<file path="config.mk">
export PLATFORM = sky130hd
export DESIGN_NAME = sram_page_lane_sel
export DESIGN_NICKNAME = d
export VERILOG_FILES = /design/src/rtl/sram_page_lane_sel.sv
export SDC_FILE = /design/constraint.sdc
export NUM_CORES = 1
export LEC_CHECK = 0
export BUFFER_PORTS_ARGS = -buffer_cell sky130_fd_sc_hd__buf_2
export CORE_UTILIZATION = 25
export CTS_BUF_LIST = sky130_fd_sc_hd__clkbuf_4 sky130_fd_sc_hd__clkbuf_8 sky130_fd_sc_hd__clkbuf_16
export CTS_CLUSTER_SIZE = 12
export DETAILED_ROUTE_END_ITERATION = 8
export PLACE_DENSITY = 0.79
export SYNTH_ARGS = -nofsm -noshare
export SYNTH_HDL_FRONTEND = slang
export SYNTH_SLANG_ARGS = --single-unit
</file>
<file path="constraint.sdc">
create_clock -name clk -period 1.3 [get_ports clk]
set_clock_uncertainty 0.15 [all_clocks]
set_input_delay 0.065 -clock clk [delete_from_list [all_inputs] [get_ports clk]]
set_output_delay 0.065 -clock clk [all_outputs]
set_load 0.03 [all_outputs]
</file>
<file path="src/rtl/sram_page_lane_sel.sv">
module sram_page_lane_sel #(
  parameter int AW     = 16,
  parameter int DW     = 24,
  parameter int PW     = 4,
  parameter int HW     = 8,
  parameter int WIN_LO = 256
) (
  input  logic             clk,
  input  logic             rst_n,
  input  logic [AW-1:0]    cpu_addr,
  input  logic             cpu_strobe,
  input  logic             cpu_we,
  input  logic [DW-1:0]    cpu_wdata,
  output logic [DW-1:0]    cpu_rdata,
  input  logic             ctl_we,
  input  logic [1:0]       ctl_sel,
  input  logic [PW-1:0]    ctl_data,
  output logic [AW+PW-1:0] sram_addr,
  output logic [3:0]       sram_ce_n,
  output logic             sram_we_n,
  output logic             sram_oe_n,
  output logic [DW+HW-1:0] sram_wdata,
  input  logic [DW+HW-1:0] sram_rdata
);
  localparam int MW = DW + HW;
  localparam int NBANK = 2;
  localparam int NLANE = 2;
  localparam logic [AW-1:0] WIN = WIN_LO[AW-1:0];
  localparam logic [1:0] SEL_PAGE = 2'd0;
  localparam logic [1:0] SEL_MODE = 2'd1;
  localparam logic [1:0] SEL_CLR  = 2'd2;

  logic [PW-1:0] page_q;
  logic          mode_q;
  logic          ptr_q;

  wire hit     = cpu_strobe && (cpu_addr >= WIN);
  wire bank    = page_q[PW-1];
  wire lane_hi = mode_q && ptr_q;
  wire ptr_rst = ctl_we && (ctl_sel == SEL_MODE || ctl_sel == SEL_CLR);

  always_ff @(posedge clk or negedge rst_n) begin
    if (!rst_n) begin
      page_q <= '0;
      mode_q <= 1'b0;
      ptr_q  <= 1'b0;
    end else begin
      if (ctl_we && ctl_sel == SEL_PAGE) page_q <= ctl_data;
      if (ctl_we && ctl_sel == SEL_MODE) mode_q <= ctl_data[0];
      if (ptr_rst)
        ptr_q <= 1'b0;
      else if (hit && mode_q)
        ptr_q <= ~ptr_q;
    end
  end

  for (genvar b = 0; b < NBANK; b++) begin : g_bank
    for (genvar l = 0; l < NLANE; l++) begin : g_lane
      assign sram_ce_n[b*NLANE+l] = ~(hit && (bank == 1'(b)) && (lane_hi == 1'(l)));
    end
  end

  assign sram_addr  = {page_q, cpu_addr};
  assign sram_we_n  = ~(hit && cpu_we);
  assign sram_oe_n  = ~(hit && !cpu_we);
  assign sram_wdata = {cpu_wdata[HW-1:0], cpu_wdata};
  assign cpu_rdata  = !(hit && !cpu_we) ? '0 :
                      lane_hi ? {{(DW-HW){1'b0}}, sram_rdata[MW-1 -: HW]} :
                      sram_rdata[DW-1:0];
endmodule

</file>
# Yosys cells after proc, flatten, opt, wreduce, memory -nomap -nowiden
# Cells that the tools add are included.
dict set report totals {
  out_inout_bits 82
  input_bits 83
  word_cells 37
  regBits 6
}
dict set report classes {
  bitwise 9
  n_reduce_logical 18
  muxes 4
  n_lt_le_gt_ge 1
  eq_ne 2
}
# op n
set ops {}
lappend ops {{$mux W24} 2}
lappend ops {{$ge A16 B9 Y1 const B} 1}
lappend ops {{$logic_and A1 B1 Y1} 14}
lappend ops {{$not A1 Y1} 9}
lappend ops {{$eq A2 B1 Y1 const B} 1}
lappend ops {{$eq A2 B2 Y1 const B} 1}
lappend ops {{$logic_not A2 Y1} 1}
lappend ops {{$mux W1} 2}
lappend ops {{$reduce_bool A2 Y1} 1}
lappend ops {{$logic_not A1 Y1} 1}
lappend ops {{$logic_or A1 B1 Y1} 1}

# Longest topological paths before layout
# Gate-level depths: netlist of the first run.
dict set report logic_depth {
  ltp_word 5
  ltp_mapped 4
}

# Least setup slack after synthesis of the first run
# OpenSTA, ideal clock, no wires.
dict set report synth_path {
  kind {flip-flop to output port}
  start {register mode_q}
  end {output cpu_rdata[0]}
  slack_ns -0.297
  path_stages_with_launch 5
  arrival_ns 1.382
  required_ns 1.085
  path_cell_list {dfrtp_1 and2_1 buf_1 nand2_1 a21oi_1}
}
dict set report synth_via {
  elab_chain_len 3
}
# item line
set synth_lines {}
lappend synth_lines {{start: declaration} 34} ;# logic mode_q;
lappend synth_lines {{start signal: assignment} 49} ;# if (ctl_we && ctl_sel == SEL_MODE) mode_q <= ctl_data[0];
lappend synth_lines {{$logic_and A1 B1 Y1} 39} ;# wire lane_hi = mode_q && ptr_q;
lappend synth_lines {{$mux W24} 68} ;# lane_hi ? {{(DW-HW){1'b0}}, sram_rdata[MW-1 -: HW]} :
lappend synth_lines {{$mux W24} 67} ;# assign cpu_rdata = !(hit && !cpu_we) ? '0 :
lappend synth_lines {{end: declaration} 14} ;# output logic [DW-1:0] cpu_rdata,
# Every way passes these cells.

# Final worst setup path of the first run
dict set report layout_path {
  start {register mode_q}
  end {output cpu_rdata[23]}
}
# Same word-level chain as after synthesis.

==> impl_metrics.env, run 1 <==
export IMPL_synth_nets=211
export IMPL_worst_pin_slew_ns=0.629
export IMPL_grt_pass1_vias=1194
export IMPL_period_share_pct=128
export IMPL_fp_coreArea_sq_um=3720
export IMPL_cts_buffers_inserted=3
export IMPL_htree_levels=1
export IMPL_antenna_cells=0
export IMPL_finalWorstSetupSlack_ns=-0.360
export IMPL_maxCapViolCount=0
export IMPL_drt_iter0_markers=9
export IMPL_cp_start_kind="register"
export IMPL_via_per_inst=4.34
export IMPL_crit_fanout=16
export IMPL_synth_seq_cells=6
export IMPL_cts_path_max_buffers=2
export IMPL_p_int_mw=1.02
export IMPL_hp_class="in -> async"
export IMPL_place_congestion=0.682
export IMPL_p_leak_nw=0.999
export IMPL_drt_pass1_iter_count=4
export IMPL_netSwitchingPower_mw=0.818
export IMPL_min_period_ns=1.66
export IMPL_pwr_share_comb_pct=70.8
export IMPL_grt_antenna_before_repair=0
export IMPL_start_util_pct=26.5
export IMPL_cts_sinks=6
export IMPL_synth_distinct_cells=17
export IMPL_drv_slew=0
export IMPL_synth_main_ff_cell="dfrtp_1"
export IMPL_crit_required_ns=1.09
export IMPL_clkTransAtPathRegs_ns=0.04
export IMPL_ys_seq_area_share_pct=15.2
export IMPL_fp_row_count=22
export IMPL_fp_dieH_um=64.8
export IMPL_layout_commonest_cell="buf_2"
export IMPL_utilization_pct=56.2
export IMPL_vias=1163
export IMPL_remaining_drc_errors=0
export IMPL_final_cell_area_sq_um=2090
export IMPL_synthesis_area_sq_um=986
export IMPL_status="finished with violations"
export IMPL_slew_headroom_pct=57.9
export IMPL_async_flop_share_pct=100
export IMPL_setup_viol=29
export IMPL_grt_pass1_wl_mm=5.69
export IMPL_syn_area_per_cell_sq_um=7.82
export IMPL_violations="negative setup slack"
export IMPL_place_area_sq_um=1330
export IMPL_rsz0062_at_grt="yes"
export IMPL_final_cell_mix="buf_2 (59), dlygate4sd3_1 (37), buf_6 (32), and2_2 (15), nand2_1 (12)"
export IMPL_drtAntennaViolNets=0
export IMPL_nets=307
export IMPL_syn_to_final_growth_pct=112
export IMPL_drive_above_1_share_pct=70.5
export IMPL_pre_cts_slack_ns=-0.195
export IMPL_fmax_mhz=602
export IMPL_arrival_ns=1.45
export IMPL_synth_cells=126
export IMPL_ios=165
export IMPL_ir_worst_vdd_uv=764
export IMPL_clk_latency_ns=0.22
export IMPL_wire_per_inst_um=14.7
export IMPL_cts_tree="done"
export IMPL_overflow=0
export IMPL_tns_ns=-8.72
export IMPL_clock_tree_root_cell="clkbuf_8"
export IMPL_seq_power_share_pct=14.0
export IMPL_p_sw_share_pct=44.5
export IMPL_wl_mm=3.93
export IMPL_powerDensity_nw_per_um2=880
export IMPL_end_kind="output pin"
export IMPL_track_usage_pct=17.8
export IMPL_die_w_um=64.8
export IMPL_path_class="reg -> out"
export IMPL_hpwl_mm=2.24
export IMPL_io_buffers=92
export IMPL_hold_viol=0
export IMPL_ys_warn_count=0
export IMPL_synth_edff_count=0
export IMPL_grt_max_degree=17
export IMPL_pwr_share_clk_pct=15.2
export IMPL_die_area_sq_um=4200
-- stage by stage --
stage               hold WS, ns  cells  power, mW
floorplan                -0.381    126       1.00
global placement         -0.257    223       1.04
detailed placement       -0.250    223       1.05
CTS                      0.0513    267       1.81
global route             0.0573    268       1.93
finish                   0.0558    268       1.84
-- state kept, by name, summed over array words and instances (netlist names) --
name / flops
page_q: 4
mode_q: 1
ptr_q: 1
-- final cells by class --
class | count | area (sq um)
Clock buffer | 3 | 41.3
Inverter | 3 | 11.3
Fill cell | 322 | 1630
Timing Repair Buffer | 142 | 1210
Multi-Input combinational cell | 66 | 618
Tap cell | 48 | 60.1
Sequential cell | 6 | 150
-- kinds of logic after synthesis --
logic type / after synthesis / synth area share, %
buffers and inverters: 54 / 39.7
AOI/OAI and AO/OA: 14 / 10.0
DFF: 6 / 15.2
and+or+nand+nor: 44 / 25.6
adders and majority gates: 2 / 2.54
muxes: 6 / 6.85
-- critical path, stage by stage (launching register included) --
cell	delay [ns]
dfrtp_1	0.36
and2_4	0.17
a2111oi_4	0.20
buf_6	0.19
and2_2	0.17
buf_6	0.13
-- repair_timing --
| action | 4_1_cts | 5_1_grt |
|---|---|---|
| gates resized for setup | 80 | 7 |
| setup buffers | 3 | 1 |
| pin swaps | 6 | 0 |
| gates cloned | 1 | 0 |
| endpoints found under the setup margin | 30 | 31 |
| endpoints found under the hold margin | 51 | 0 |
| hold buffers | 37 | 0 |
-- power groups by stage --
stage	logic [mW]	registers (mW)	clock network [mW]
floorplan	0.697	0.305	0
global placement	0.784	0.252	0
detailed placement	0.799	0.254	0
CTS	1.27	0.253	0.285
global route	1.37	0.265	0.294
finish	1.30	0.258	0.279
-- cell usage after synthesis, drive strengths merged (2+ instances only) --
master  instances  area share (%)
a21oi          11             5.6
inv             3             1.1
nor4            2             4.3
and2           17              11
nand2          21             8.0
nand3           2             1.0
ha              2             2.5
nand3b          2             1.5
dfrtp           6              15
buf            51              39
mux2            6             6.9
-- worst paths after layout --
kind / startpoint / cells after the start / to / slack (ns)
worst max-delay path: mode_q / 5 / cpu_rdata[23] / -0.36
worst max register to register: mode_q / 4 / ptr_q / 0.06
worst min-delay path: rst_n / 2 / page_q[3] / 0.06
max in group asynchronous: rst_n / 2 / mode_q / 0.79
min in group clk: ctl_we / 3 / mode_q / 0.06
worst min register to register: page_q[0] / 1 / page_q[0] / 0.36
-- routing by layer --
layer,up-vias,global-route usage [%],part of all wire (%)
li1,547,-,-
met1,533,16.6,32
met2,77,37.8,59
met3,6,3.52,7.6
met4,0,4.44,1.6
met5,-,0,0
Power figures use the tool's default switching activity.
==> run 2: changes to the inputs <==
- TNS_END_PERCENT: unset -> 50
==> run 2 against run 1 <==
Effect of this change: the flow still finishes with violations (negative setup slack); maximum frequency is 0.49% lower; hold slack worse by 0.010 ns; combinational power is 10% lower; non-clock buffer count is 3 lower; die area stayed put; final area is 5.6% lower; clock-buffer cell count stayed put; global-route usage is 2.4 points lower; cell count is 1.1% lower; sequential power hardly changed; first-iteration DRC count is 100% higher.
==> impl_metrics.env, run 2 (same netlist as run 1, synthesis figures left out) <==
export IMPL_die_area_sq_um=4200
export IMPL_pwr_share_comb_pct=68.4
export IMPL_netSwitchingPower_mw=0.791
export IMPL_hold_viol=0
export IMPL_crit_fanout=16
export IMPL_post_place_cells=225
export IMPL_crit_buf_inv=2
export IMPL_drv_slew=0
export IMPL_antenna_cells=0
export IMPL_syn_to_final_growth_pct=100
export IMPL_place_congestion=0.664
export IMPL_powerDensity_nw_per_um2=870
export IMPL_cp_start_kind="register"
export IMPL_grt_pass1_vias=1136
export IMPL_violations="negative setup slack"
export IMPL_overflow=0
export IMPL_clkTransAtPathRegs_ns=0.04
export IMPL_worst_pin_slew_ns=0.610
export IMPL_final_cell_area_sq_um=1970
export IMPL_critPathTopFamily="flip-flops"
export IMPL_ir_worst_vdd_uv=859
export IMPL_drt_pass1_iter_count=3
export IMPL_seq_power_share_pct=14.9
export IMPL_max_stage_delay_ns=0.37
export IMPL_multi_input_area_sq_um=597
export IMPL_cts_sinks=6
export IMPL_via_per_inst=4.32
export IMPL_cts_tree="done"
export IMPL_setup_viol=29
export IMPL_cts_path_max_buffers=2
export IMPL_nets=304
export IMPL_finalWorstSetupSlack_ns=-0.368
export IMPL_p_leak_nw=0.945
export IMPL_pwr_share_clk_pct=16.7
export IMPL_wire_per_inst_um=13.3
export IMPL_wl_mm=3.51
export IMPL_arrival_ns=1.45
export IMPL_reg2reg_slack_ns=0.03
export IMPL_drive_above_1_share_pct=66.8
export IMPL_maxCapViolCount=0
export IMPL_crit_required_ns=1.09
export IMPL_crit_path_frequent_cell="buf_6"
export IMPL_hp_class="in -> async"
export IMPL_place_area_sq_um=1330
export IMPL_reg_top3="page_q (4), mode_q (1), ptr_q (1)"
export IMPL_end_kind="output pin"
export IMPL_min_period_ns=1.67
export IMPL_r2r_end="ptr_q"
export IMPL_start_util_pct=26.5
export IMPL_timing_rr_start="mode_q"
export IMPL_hpwl_mm=2.36
export IMPL_regMostFlops="page_q"
export IMPL_drt_iter0_markers=18
export IMPL_path_class="reg -> out"
export IMPL_regArea_sq_um=150
export IMPL_fp_coreArea_sq_um=3720
export IMPL_ios=165
export IMPL_clock_tree_root_cell="clkbuf_8"
export IMPL_num_fill_cells=324
export IMPL_rsz0062_at_grt="yes"
export IMPL_fp_dieH_um=64.8
export IMPL_fmax_mhz=599
export IMPL_p_int_mw=0.924
export IMPL_layout_commonest_cell="buf_2"
export IMPL_clk_latency_ns=0.23
export IMPL_slew_headroom_pct=59.2
export IMPL_tns_ns=-7.94
export IMPL_crit_chain="and2_4 -> a2111oi_4 -> buf_6 -> and2_2 -> buf_6"
export IMPL_fin_cells=265
export IMPL_largest_reg_flops=4
export IMPL_period_share_pct=128
export IMPL_io_buffers=92
export IMPL_grt_max_degree=17
export IMPL_htree_levels=1
export IMPL_postCtsSetupBuffers=0
export IMPL_cts_buffers_inserted=3
export IMPL_slowest_stage="dfrtp_1"
export IMPL_die_w_um=64.8
export IMPL_drtAntennaViolNets=0
export IMPL_grt_antenna_before_repair=0
export IMPL_track_usage_pct=15.4
export IMPL_fp_row_count=22
export IMPL_remaining_drc_errors=0
export IMPL_reg2reg_depth=4
export IMPL_p_sw_share_pct=46.1
export IMPL_vias=1146
export IMPL_grt_pass1_wl_mm=5.02
export IMPL_final_cell_mix="buf_2 (63), dlygate4sd3_1 (37), buf_6 (29), nand2_1 (12)"
export IMPL_status="finished with violations"
-- run 2: through the flow --
| step | hold slack [ns] | utilization (%) | worst slack [ns] | total power [mW] |
|---|---|---|---|---|
| 4_1_cts | 0.0540 | 52.7 | -0.396 | 1.71 |
| 6_report | 0.0454 | 53.1 | -0.368 | 1.72 |
| 3_3_place_gp | -0.258 | 35.9 | -0.212 | 1.04 |
| 3_5_place_dp | -0.248 | 35.9 | -0.214 | 1.06 |
| 5_1_grt | 0.0690 | 53.1 | -0.448 | 1.80 |
| 2_1_floorplan | -0.381 | - | -0.132 | 0.999 |
-- run 2: metal layers --
metal / up-vias / share of wire (%) / track usage, %
li1: 540 / - / -
met1: 534 / 33 / 14.2
met2: 68 / 59 / 32.3
met3: 4 / 7.7 / 3.70
met4: 0 / 0.77 / 4.17
met5: - / 0 / 0
-- run 2: what timing repair did --
item / 4_1_cts / 5_1_grt
hold buffers: 37 / 0
hold endpoints to repair: 51 / 0
endpoints found under the setup margin: 30 / 31
pin swaps: 1 / 0
gates resized for setup: 68 / 5
-- run 2: power by group through the flow --
stage / Combinational (mW) / Clock, mW / Sequential [mW]
floorplan: 0.694 / 0 / 0.305
global placement: 0.791 / 0 / 0.251
detailed placement: 0.804 / 0 / 0.256
CTS: 1.17 / 0.292 / 0.254
global route: 1.24 / 0.300 / 0.259
finish: 1.17 / 0.287 / 0.256
-- run 2: final cells by class --
class	count	share of cell area (%)
clock buffer	3	2.09
inverter	3	0.571
multi-input combinational	66	30.3
sequential	6	7.61
tap	48	3.05
timing repair buffer	139	56.4
-- run 2: worst max-delay path by stage --
stage | from | endpoint | slack [ns] | cells after the start
final | mode_q | cpu_rdata[21] | -0.37 | 5
after floorplan | mode_q | cpu_rdata[14] | -0.13 | 4
after global routing | mode_q | cpu_rdata[11] | -0.45 | 5
after detailed placement | mode_q | cpu_rdata[17] | -0.21 | 5
after global placement | cpu_addr[15] | cpu_rdata[17] | -0.21 | 6
after CTS | mode_q | cpu_rdata[17] | -0.40 | 5
